===== src/rtl/dac_regbank_pkg.sv =====
package dac_regbank_pkg;

  // Control-word bit positions that software relies on.
  localparam int CTL_SRC_BIT = 5;
  localparam int CTL_RUN_BIT = 4;
  localparam int CTL_RNG_LSB = 0;
  localparam int CTL_USED_W  = 6;

  typedef enum logic [1:0] {
    RNG_OFF    = 2'b00,
    RNG_EXTREF = 2'b01,
    RNG_BGAP   = 2'b10,
    RNG_SUPPLY = 2'b11
  } dac_rng_e;

  typedef struct packed {
    logic     upd_timer;
    logic     run;
    dac_rng_e rng;
  } dac_ctl_t;

endpackage


===== src/rtl/dac_rst_sync.sv =====
module dac_rst_sync #(
  parameter int STAGES = 2
) (
  input  logic clk,
  input  logic rst_n,
  output logic srst_n
);

  logic [STAGES-1:0] sync_q;
  logic [STAGES-1:0] sync_d;

  always_comb begin
    sync_d = {sync_q[STAGES-2:0], 1'b1};
  end

  always_ff @(posedge clk or negedge rst_n) begin
    if (!rst_n) begin
      sync_q <= '0;
    end else begin
      sync_q <= sync_d;
    end
  end

  assign srst_n = sync_q[STAGES-1];

endmodule


===== src/rtl/dac_addr_decode.sv =====
module dac_addr_decode #(
  parameter int NUM_CH    = 4,
  parameter int ADDR_W    = 32,
  parameter int BASE_ADDR = 'h600,
  parameter int CH_STRIDE = 8,
  parameter int DAT_OFF   = 4
) (
  input  logic [ADDR_W-1:0] addr,
  output logic [NUM_CH-1:0] ctl_hit,
  output logic [NUM_CH-1:0] dat_hit,
  output logic              any_hit
);

  for (genvar i = 0; i < NUM_CH; i++) begin : g_dec
    localparam logic [ADDR_W-1:0] CTL_A = ADDR_W'(BASE_ADDR + CH_STRIDE * i);
    localparam logic [ADDR_W-1:0] DAT_A = ADDR_W'(BASE_ADDR + CH_STRIDE * i + DAT_OFF);
    assign ctl_hit[i] = (addr == CTL_A);
    assign dat_hit[i] = (addr == DAT_A);
  end

  assign any_hit = |{ctl_hit, dat_hit};

endmodule


===== src/rtl/dac_chan.sv =====
module dac_chan
  import dac_regbank_pkg::*;
#(
  parameter int CODE_W = 12
) (
  input  logic              clk,
  input  logic              srst_n,
  input  logic              ctl_we,
  input  logic              dat_we,
  input  dac_ctl_t          ctl_wr,
  input  logic [CODE_W-1:0] code_wr,
  input  logic              timer_tick,
  output dac_ctl_t          ctl_q,
  output logic [CODE_W-1:0] hold_q,
  output logic [CODE_W-1:0] code_q
);

  dac_ctl_t          ctl_d;
  logic [CODE_W-1:0] hold_d;
  logic [CODE_W-1:0] code_d;
  logic              latch_en;

  always_comb begin
    ctl_d = ctl_we ? ctl_wr : ctl_q;

    // clear has priority over a data write
    if (!ctl_q.run) begin
      hold_d = '0;
    end else if (dat_we) begin
      hold_d = code_wr;
    end else begin
      hold_d = hold_q;
    end

    latch_en = ctl_q.upd_timer ? timer_tick : 1'b1;
    code_d   = latch_en ? hold_q : code_q;
  end

  always_ff @(posedge clk or negedge srst_n) begin
    if (!srst_n) begin
      ctl_q  <= '0;
      hold_q <= '0;
      code_q <= '0;
    end else begin
      ctl_q  <= ctl_d;
      hold_q <= hold_d;
      code_q <= code_d;
    end
  end

endmodule


===== src/rtl/dac_rd_mux.sv =====
module dac_rd_mux
  import dac_regbank_pkg::*;
#(
  parameter int NUM_CH   = 4,
  parameter int CODE_W   = 12,
  parameter int DATA_W   = 32,
  parameter int CODE_LSB = 16
) (
  input  logic              clk,
  input  logic              srst_n,
  input  logic              rd_en,
  input  logic [NUM_CH-1:0] ctl_hit,
  input  logic [NUM_CH-1:0] dat_hit,
  input  dac_ctl_t          ctl   [NUM_CH],
  input  logic [CODE_W-1:0] hold  [NUM_CH],
  output logic [DATA_W-1:0] rdata
);

  logic [DATA_W-1:0] word;
  logic [DATA_W-1:0] rdata_d;

  always_comb begin
    word = '0;
    for (int i = 0; i < NUM_CH; i++) begin
      if (ctl_hit[i]) begin
        word = word | DATA_W'({ctl[i].upd_timer, ctl[i].run, 2'b00, ctl[i].rng});
      end
      if (dat_hit[i]) begin
        word = word | (DATA_W'(hold[i]) << CODE_LSB);
      end
    end
    rdata_d = rd_en ? word : '0;
  end

  always_ff @(posedge clk or negedge srst_n) begin
    if (!srst_n) begin
      rdata <= '0;
    end else begin
      rdata <= rdata_d;
    end
  end

endmodule


===== src/rtl/dac_regbank.sv =====
module dac_regbank
  import dac_regbank_pkg::*;
#(
  parameter int NUM_CH    = 4,
  parameter int CODE_W    = 12,
  parameter int ADDR_W    = 32,
  parameter int DATA_W    = 32,
  parameter int CODE_LSB  = 16,
  parameter int BASE_ADDR = 'h600,
  parameter int CH_STRIDE = 8,
  parameter int SYNC_STG  = 2
) (
  input  logic                       clk,
  input  logic                       rst_n,
  input  logic                       wr_en,
  input  logic                       rd_en,
  input  logic [ADDR_W-1:0]          addr,
  input  logic [DATA_W-1:0]          wdata,
  output logic [DATA_W-1:0]          rdata,
  input  logic                       timer_tick,
  output logic [NUM_CH*CODE_W-1:0]   dac_code,
  output logic [NUM_CH*2-1:0]        dac_range,
  output logic [NUM_CH-1:0]          dac_oe
);

  localparam int DAT_OFF = CH_STRIDE / 2;

  logic              srst_n;
  logic [NUM_CH-1:0] ctl_hit;
  logic [NUM_CH-1:0] dat_hit;
  logic              any_hit;
  dac_ctl_t          ctl_wr;
  logic [CODE_W-1:0] code_wr;
  dac_ctl_t          ctl_q  [NUM_CH];
  logic [CODE_W-1:0] hold_q [NUM_CH];
  logic [CODE_W-1:0] code_q [NUM_CH];

  // flattened views used by the bound checker
  logic [NUM_CH-1:0]        ch_upd;
  logic [NUM_CH-1:0]        ch_run;
  logic [NUM_CH*CODE_W-1:0] ch_hold;
  logic                     unused_wbits;

  dac_rst_sync #(.STAGES(SYNC_STG)) u_rst_sync (
    .clk    (clk),
    .rst_n  (rst_n),
    .srst_n (srst_n)
  );

  dac_addr_decode #(
    .NUM_CH    (NUM_CH),
    .ADDR_W    (ADDR_W),
    .BASE_ADDR (BASE_ADDR),
    .CH_STRIDE (CH_STRIDE),
    .DAT_OFF   (DAT_OFF)
  ) u_dec (
    .addr    (addr),
    .ctl_hit (ctl_hit),
    .dat_hit (dat_hit),
    .any_hit (any_hit)
  );

  always_comb begin
    ctl_wr.upd_timer = wdata[CTL_SRC_BIT];
    ctl_wr.run       = wdata[CTL_RUN_BIT];
    ctl_wr.rng       = dac_rng_e'(wdata[CTL_RNG_LSB +: 2]);
    code_wr          = wdata[CODE_LSB +: CODE_W];
  end

  assign unused_wbits = ^wdata;

  for (genvar i = 0; i < NUM_CH; i++) begin : g_ch
    dac_chan #(.CODE_W(CODE_W)) u_chan (
      .clk        (clk),
      .srst_n     (srst_n),
      .ctl_we     (wr_en & ctl_hit[i]),
      .dat_we     (wr_en & dat_hit[i]),
      .ctl_wr     (ctl_wr),
      .code_wr    (code_wr),
      .timer_tick (timer_tick),
      .ctl_q      (ctl_q[i]),
      .hold_q     (hold_q[i]),
      .code_q     (code_q[i])
    );

    assign dac_code[i*CODE_W +: CODE_W] = code_q[i];
    assign dac_range[i*2 +: 2]          = ctl_q[i].rng;
    assign dac_oe[i]                    = (ctl_q[i].rng != RNG_OFF);
    assign ch_upd[i]                    = ctl_q[i].upd_timer;
    assign ch_run[i]                    = ctl_q[i].run;
    assign ch_hold[i*CODE_W +: CODE_W]  = hold_q[i];
  end

  dac_rd_mux #(
    .NUM_CH   (NUM_CH),
    .CODE_W   (CODE_W),
    .DATA_W   (DATA_W),
    .CODE_LSB (CODE_LSB)
  ) u_rd (
    .clk     (clk),
    .srst_n  (srst_n),
    .rd_en   (rd_en),
    .ctl_hit (ctl_hit),
    .dat_hit (dat_hit),
    .ctl     (ctl_q),
    .hold    (hold_q),
    .rdata   (rdata)
  );

endmodule


===== config.mk =====
export PLATFORM = sky130hd
export DESIGN_NAME = dac_regbank
export DESIGN_NICKNAME = d
export VERILOG_FILES = /design/src/rtl/dac_regbank_pkg.sv /design/src/rtl/dac_rst_sync.sv /design/src/rtl/dac_addr_decode.sv /design/src/rtl/dac_chan.sv /design/src/rtl/dac_rd_mux.sv /design/src/rtl/dac_regbank.sv
export SDC_FILE = /design/constraint.sdc
export NUM_CORES = 1
export LEC_CHECK = 0
export BUFFER_PORTS_ARGS = -buffer_cell sky130_fd_sc_hd__buf_2
export CORE_UTILIZATION = 50
export CTS_BUF_LIST = sky130_fd_sc_hd__clkbuf_4 sky130_fd_sc_hd__clkbuf_8
export DETAILED_ROUTE_END_ITERATION = 10
export PLACE_DENSITY = 0.79
export RECOVER_POWER = 100
export SKIP_LAST_GASP = 1
export SYNTH_ARGS = -nofsm -noshare
export SYNTH_HDL_FRONTEND = slang
export SYNTH_SLANG_ARGS = --single-unit

===== constraint.sdc =====
create_clock -name clk -period 4.7 [get_ports clk]
set_input_delay 0.47 -clock clk [delete_from_list [all_inputs] [get_ports clk]]
set_output_delay 0.47 -clock clk [all_outputs]
set_load 0.01 [all_outputs]

; ---- Yosys cells after proc, flatten, opt, wreduce, memory -nomap -nowiden
; Cells that the tools add are included.
[op_classes]
eq_ne = 12
muxes = 21
n_bitwise = 15
n_reduce_logical = 4
[op_table]
columns = operator, n
row1 = $eq 32x11->1 const B, 8
row2 = $mux 32, 8
row3 = $or 32x28->32, 4
row4 = $mux 12, 8
row5 = $or 32x6->32, 3
row6 = $and 1x1->1, 8
row7 = $ne 2x1->1 const B, 4
row8 = $reduce_bool 2->1, 4
row9 = $mux 6, 1
row10 = $mux 1, 4
[word_totals]
register_bits = 146
inputBits = 69
out_inout_bits = 92
elab_cells = 74

; ---- Depth between registers and ports, before layout
; Gate-level depths: netlist of the first run.
[depth]
depth_word = 17
depth_mapped = 6
mapped_depth_nobuf = 4

; ---- Modules after synthesis
; Synthesis of the first run repeated with hierarchy kept, for this count alone.
[unflattened]
hier_cells = 416
hier_area_um2 = 5891.9
[by_module_without_submodules]
columns = module, instances, cells_per_inst, area_per_inst_um2, seq_area_each_um2
row1 = dac_chan, 4, 72, 1153.6, 700.7
row2 = dac_rd_mux, 1, 86, 929.6, 400.4
row3 = dac_addr_decode, 1, 27, 219.0, 0.0
row4 = dac_regbank, 1, 12, 75.1, 0.0
row5 = dac_rst_sync, 1, 3, 53.8, 50.0

; ---- Worst setup path before layout of the first run
; Ideal clock, no wire load.
[synth_timing]
path_type = input to register
start = in addr[20]
end = reg, netlist name g_ch[0].u_chan.ctl_q[0]
setup_ps = 125
t_arrival_ps = 1867
required_ps = 4575
setup_slack_ps = 2708
stages = 4
n_path_buf = 0
cell_sequence = nor4_4 > nand4_4 > nor4_4 > mux2_2
[synth_between]
elab_chain_cells = 2
[synth_lines]
columns = element, line
row1 = "start, declared", dac_regbank.sv:17  ; input logic [ADDR_W-1:0] addr,
row2 = $eq 32x11->1, dac_addr_decode.sv:17  ; assign ctl_hit[i] = (addr == CTL_A);
row3 = $and 1x1->1, dac_regbank.sv:76  ; .ctl_we (wr_en & ctl_hit[i]),
; Every way passes these cells.
; A chain may end at the register's enable or synchronous reset.

; ---- Worst setup path in the final report of the first run
[layout_timing]
start = in addr[11]
end = reg g_ch[0].u_chan.hold_q[7]
[layout_between]
elab_chain_cells = 3
[layout_lines]
columns = element, line
row1 = $eq 32x11->1, dac_addr_decode.sv:18  ; assign dat_hit[i] = (addr == DAT_A);
row2 = $and 1x1->1, dac_regbank.sv:77  ; .dat_we (wr_en & dat_hit[i]),
row3 = $ne 2x1->1 (no line), n/a
row4 = "end signal, assigned", dac_chan.sv:46  ; hold_q <= hold_d;
row5 = "end, declared", dac_chan.sv:14  ; output logic [CODE_W-1:0] hold_q,
; Every way passes these cells.

==> results_dict.tcl, run 1 <==
set metrics [dict create \
    clock_path_buffers 2 \
    maxSlewHeadroom -0.3744 \
    slowest_stage "nor4_2" \
    grt_pass1_vias 4398 \
    area_growth_pct 13.43 \
    gp_congestion 0.8124 \
    fin_setup_tns_ps 0 \
    pre_cts_slack_ps 1804 \
    drt.antenna.violating_nets 0 \
    ys_seq_elements 130 \
    synth.top_cell.area_share 0.5423 \
    wire_per_inst_microns 19.08 \
    dieHeight_microns 111.5 \
    port_buffers 128 \
    max_freq_ghz 0.3249 \
    fin_crit_ps 3078 \
    cp-start-kind "primary input" \
    clkLatencyLatePin_ps 440 \
    drc 6 \
    required_ps 4930 \
    ir_drop_mv 0.1667 \
    skew_ps 10.75 \
    placed_cells 715 \
    fill_cells 965 \
    crit_type "in2reg" \
    die-area_sq_mm 0.01244 \
    rows 39 \
    yosysUniqueCellTypes 31 \
    syn_inst 475 \
    cts_tree "done" \
    hp-class "in2reg" \
    coreArea_sq_mm 0.01156 \
    start_util 0.5187 \
    finalSetupViolCount 0 \
    crit_fanout 12 \
    cts.sinks 130 \
    drive_above_1_share 0.2756 \
    avgSynthCellArea_sq_um 12.63 \
    hold_viol 0 \
    grt_start_max_net_pins 81 \
    drtPass1Iterations 11 \
    cts_root_buffer "clkbuf_8" \
    ios 161 \
    netlist_top_cells_area "dfrtp_1, mux2_2, mux2i_1, nand2_1, nor4_4" \
    rsz0062_at_grt "no" \
    num_antenna_cells 0 \
    grt_pass1_wl_microns 23160 \
    placed_area_sq_mm 0.006623 \
    cap_violations 4 \
    synth.largest_area_cell "dfrtp_1" \
    cts_made_buffers 17 \
    fp.dieW_microns 111.5 \
    htreeDepth 4 \
    crit_arrival_ps 3310 \
    post_cts_buffers 0 \
    p_per_area_mw_per_mm2 325.1 \
    clk_pin_slew_ps 70 \
    ys_seq_area_frac 0.5423 \
    path_cells "buf_2 > nor4b_1 > nand4_1 > nor4_2 > mux2i_1" \
    drt_iter0_markers 358 \
    post-dp-hpwl_microns 10150 \
    fin_crit_sh 0.6549 \
    worst_slew_pin_slew_ps 2045 \
    final_net_count 662 \
    routed-via-count 4213 \
    wl_microns 14290 \
    cp-end-kind "register" \
    leakage_nw 2.979 \
    avgViaCountPerCell 5.625 \
    outcome "complete, but fails checks" \
    fin_cells 749 \
    gr-usage-all-layers 0.2408 \
    violations "DRC, capacitance limit, slew limit" \
    antenna_found_initial 0 \
    slowest_delay_ps 1740 \
    syn_area_sq_mm 0.005998 \
    ys_warn_count 0 \
    overflow 0 \
    timing.final.max_slew_violations 52 \
    setup_slack_ps 1622 \
    fin_area_sq_mm 0.006804 \
]
==> layout make-up <==
type,instances,area (sq um),area share
sequential,130,3257,0.4787
multi-input combinational,312,2366,0.3477
timing repair buffer,132,574.3,0.08441
clock buffer,23,297.8,0.04377
tap,143,178.9,0.02630
clock inverter,9,130.1,0.01912
==> cells in the mapped netlist <==
cell type	number
a221oi_1	16
buf_6	5
nand3_4	1
a22oi_1	16
a211oi_2	10
buf_4	16
clkbuf_1	26
nor4_2	2
nand3b_1	1
nand3_1	1
buf_2	1
nor3_1	2
nor2b_1	4
mux2_2	64
dfrtp_1	130
nand2_1	98
a211oi_1	6
nor4_4	10
and3_1	1
or2_2	4
nand2b_1	2
mux2i_1	48
nor4b_4	2
nand4_4	1
nor4b_2	1
and2_1	1
conb_1	2
nand4_1	1
or2_1	1
nor4_1	1
nor2_1	1
==> kinds of logic (layout without fill, tap and decap cells) <==
kind of cell,Yosys count,count (layout),synth area share
simple gates,135,135,0.1379
flops,130,130,0.5423
mux,112,112,0.2002
compound gates,48,48,0.07176
buf+inv,48,164,0.04652
other cells,2,17,0.001252
==> placed cells by master (no fill, tap or decap), types with 2 or more instances in the layout <==
cell | netlist | layout
dfrtp_1 | 130 | 129
nand2_1 | 98 | 98
clkbuf_1 | 26 | 77
mux2_2 | 64 | 63
buf_2 | 1 | 51
mux2i_1 | 48 | 48
clkbuf_8 | 0 | 20
conb_1 | 2 | 17
a22oi_1 | 16 | 16
a221oi_1 | 16 | 16
a211oi_1 | 6 | 14
nor4_2 | 2 | 6
nor4_1 | 1 | 5
or2_2 | 4 | 4
nor2b_1 | 4 | 4
bufinv_16 | 0 | 3
clkbuf_4 | 0 | 3
clkinv_2 | 0 | 3
nor4b_4 | 2 | 2
nor4_4 | 10 | 2
nand4_1 | 1 | 2
nor3_1 | 2 | 2
a211oi_2 | 10 | 2
nand2b_1 | 2 | 2
clkinv_4 | 0 | 2
buf_4 | 16 | 2
==> per-stage QoR <==
stage	utilization	total power [mW]	hold WS, ps
final	0.5883	2.212	319.0
after global routing	0.5883	2.288	318.8
after CTS	0.6105	2.235	300.9
after detailed placement	0.5727	1.236	256.8
after global placement	0.5727	1.233	254.0
after floorplan	-	1.196	174.4
==> path summary, 6_finish.rpt <==
path / to / slack (ps) / depth (start not counted) / start
max: g_ch[0].u_chan.hold_q[7] / 1620 / 5 / addr[11]
min: g_ch[0].u_chan.hold_q[0] / 320 / 3 / wdata[16]
max reg2reg: g_ch[0].u_chan.code_q[1] / 2830 / 2 / g_ch[0].u_chan.ctl_q[3]
min reg2reg: u_rst_sync.sync_q[1] / 370 / 0 / u_rst_sync.sync_q[0]
max in group asynchronous: g_ch[1].u_chan.code_q[0] / 3010 / 1 / u_rst_sync.sync_q[1]
min in group asynchronous: u_rst_sync.sync_q[1] / 340 / 2 / rst_n
==> repair_timing <==
| action | CTS | global route |
|---|---|---|
| hold endpoints to repair | 2 | 0 |
| gates resized for setup | 0 | 0 |
| hold buffers | 1 | 0 |
==> power breakdown <==
| group | internal [mW] | leakage, nW | switching, mW |
|---|---|---|---|
| clock network | 0.584 | 0.220 | 0.418 |
| logic | 0.0250 | 0.947 | 0.0536 |
| registers | 1.12 | 1.81 | 0.0125 |
==> sequential cells by signal (all words and copies together), names as in the netlist <==
register,count
g_ch.u_chan.code_q,48
g_ch.u_chan.hold_q,48
g_ch.u_chan.ctl_q,16
u_rd.rdata,16
u_rst_sync.sync_q,2
==> metal layers <==
| layer | vias up | GRT usage | wire [microns] |
|---|---|---|---|
| met2 | 147 | 0.3792 | 7006 |
| li1 | 1890 | - | - |
| met5 | - | 0 | 0 |
| met4 | 0 | 0.1162 | 377 |
| met1 | 2143 | 0.3205 | 6092 |
| met3 | 33 | 0.04954 | 816 |
==> critical path: cells and delay by family <==
family                 cells  cell delay (ps)
and+or+nand+nor            3             2510
muxes                      1              220
buffers and inverters      1              100
Note: power is estimated with default switching activity, not from simulation.
==> run 2, diff against run 1 <==
- ABC_AREA: default -> 1
- CORE_UTILIZATION: 50 -> 49
- PLACE_DENSITY: 0.79 -> 0.81
- clock period: 4.7 -> 2.7 ns (I/O delays scaled with it)
==> results_dict.tcl, run 2 <==
set metrics [dict create \
    coreArea_sq_mm 0.01156 \
    max_freq_ghz 0.4596 \
    violations "DRC" \
    fin_crit_sh 0.8058 \
    ys_warn_count 0 \
    power_frac_comb 0.031 \
    cp-end-kind "register" \
    syn_inst 629 \
    gr-usage-all-layers 0.2436 \
    setup_slack_ps 524.3 \
    final_common_cell "nand2_1" \
    port_buffers 128 \
    syn_area_sq_mm 0.005898 \
    worst_slew_pin_slew_ps 951.7 \
    synth.top_cell.area_share 0.5515 \
    fin_setup_tns_ps 0 \
    synthArstFlopShare 1.000 \
    drt.antenna.violating_nets 0 \
    cp.buffers_inverters 1 \
    grt_pass1_vias 4674 \
    area_growth_pct 16.59 \
    cts_made_buffers 17 \
    cap_violations 0 \
    routed-via-count 4826 \
    outcome "complete, but fails checks" \
    drt_iter0_markers 282 \
    cts_hold_buf 1 \
    grt_pass1_wl_microns 23560 \
    crit_family "simple AND/OR/NAND/NOR gates" \
    grt_start_max_net_pins 59 \
    fin_crit_ps 2176 \
    avgViaCountPerCell 5.315 \
    fin_cells 908 \
    synth.largest_area_cell "dfrtp_1" \
    path_common_cell "nand2_1" \
    ys_seq_elements 130 \
    clock_path_buffers 2 \
    synth_most_common_cell "nand2_1" \
    avgSynthCellArea_sq_um 9.377 \
    clkPwrFrac 0.474 \
    cts_resized 0 \
    antenna_found_initial 0 \
    slowest_delay_ps 730 \
    fp.dieW_microns 111.7 \
    ys_seq_area_frac 0.5515 \
    dieHeight_microns 111.7 \
    yosysUniqueCellTypes 23 \
    drtPass1Iterations 8 \
    start_util 0.5100 \
    wl_microns 14400 \
    die-area_sq_mm 0.01248 \
    finalSetupViolCount 0 \
    leakage_nw 3.693 \
    path_cells "buf_2 > nor2_1 > and2_0 > nand2_1 > nor2_8 > nand3_1 > nor2_1 > nand2_1 > nand2_1" \
    overflow 0 \
    clk_pin_slew_ps 80 \
    maxSlewHeadroom 0.3655 \
    final_net_count 821 \
    synth_flop_cell "dfrtp_1" \
    final_util 0.5946 \
    ir_drop_mv 0.3128 \
    switching_share 0.2222 \
    cp-start-kind "primary input" \
    synthTopCellsByCount "nand2_1, dfrtp_1, nand3_1" \
    timing.final.max_slew_violations 0 \
    num_antenna_cells 0 \
    htreeDepth 4 \
    p_int_mw 3.084 \
    gp_congestion 0.8917 \
    synth-edff-count 0 \
    pre_cts_slack_ps 415.1 \
    drive_above_1_share 0.1987 \
    skew_ps 10.58 \
    required_ps 3080 \
    seqPwrFrac 0.495 \
    crit_arrival_ps 2560 \
    rows 39 \
    crit_fanout 27 \
    netlist_top_cells_area "dfrtp_1, nand2_1, nand3_1, mux2_2, nor2_1" \
    hold_viol 0 \
    p_sw_mw 0.8808 \
    ios 161 \
    crit_type "in2reg" \
    drc 4 \
    rsz0062_at_grt "no" \
    post_cts_buffers 0 \
    fill_cells 1014 \
    cts.sinks 130 \
    largestRegisters "g_ch.u_chan.code_q (48), g_ch.u_chan.hold_q (48)" \
    layout_common_cells "nand2_1, dfrtp_1, nand3_1" \
    cts_root_buffer "clkbuf_8" \
    slowest_stage "nor2_1" \
    hp-class "in2reg" \
    clkLatencyLatePin_ps 450 \
    p_per_area_mw_per_mm2 576.5 \
    placed_cells 875 \
    cts_tree "done" \
    wire_per_inst_microns 15.86 \
    whs_ps 98.60 \
    post-dp-hpwl_microns 10560 \
]
run 2: changes by cell type after synthesis, sizes merged, moves of 4 or more:
cell	delta
nand3	+117
mux2i	-48
nor4	-13
nor2b	-4
nand2	+75
a22oi	-16
mux2	-16
o21ai	+16
a211oi	-16
a221oi	-16
buf	+18
clkbuf	-21
nor2	+60
inv	+29
run 2: power groups by stage:
stage	clock [mW]	sequential [mW]	combinational, mW
after floorplan	0	2.01	0.0537
after global placement	0	2.00	0.119
after detailed placement	0	2.00	0.125
after CTS	1.89	1.96	0.126
after global routing	1.99	1.96	0.139
final	1.88	1.96	0.125
run 2: routing by layer:
metal,global-route usage,share of wire
met2,0.3992,0.49
met3,0.04518,0.059
met5,0,0
met1,0.3224,0.43
met4,0.09369,0.020
run 2: final timing paths:
| kind | end | from | depth (start not counted) | slack [ps] |
|---|---|---|---|---|
| setup / recovery | g_ch[1].u_chan.hold_q[4] | addr[23] | 9 | 520 |
| hold / removal | g_ch[1].u_chan.hold_q[1] | wdata[17] | 3 | 100 |
| setup reg to reg | g_ch[0].u_chan.hold_q[3] | g_ch[0].u_chan.ctl_q[2] | 4 | 980 |
| hold reg to reg | g_ch[0].u_chan.code_q[3] | u_rst_sync.sync_q[1] | 0 | 350 |
| max in group asynchronous | g_ch[0].u_chan.hold_q[0] | u_rst_sync.sync_q[1] | 1 | 1570 |
| min in group asynchronous | u_rst_sync.sync_q[1] | rst_n | 2 | 130 |
run 2: kinds of logic (layout without fill, tap and decap cells):
family | Yosys count | after routing | synth area share
AOI/OAI and AO/OA | 16 | 16 | 0.01358
buffers and inverters | 74 | 195 | 0.06576
DFF | 130 | 130 | 0.5515
muxes | 48 | 48 | 0.09164
other | 2 | 17 | 0.001273
and+or+nand+nor | 359 | 359 | 0.2762
run 2: stage by stage:
stage          area [sq um]  power (mW)
2_1_floorplan          5956       2.067
3_3_place_gp           6549       2.118
3_5_place_dp           6549       2.125
4_1_cts                7019       3.983
5_1_grt                6877       4.093
6_report               6877       3.964
run 2: cell type report:
class	instances	area, sq um	share of cell area
Clock buffer	21	282.8	0.04112
Sequential cell	130	3257	0.4736
Clock inverter	11	177.7	0.02584
Inverter	29	108.9	0.01583
Tap cell	143	178.9	0.02602
Timing Repair Buffer	134	595.6	0.08661
Multi-Input combinational cell	440	2276	0.3310
run 2: tightest hold or removal path: stages:
cell and delay, ps:
buf_2 130, nand2_1 70, nand2_1 40
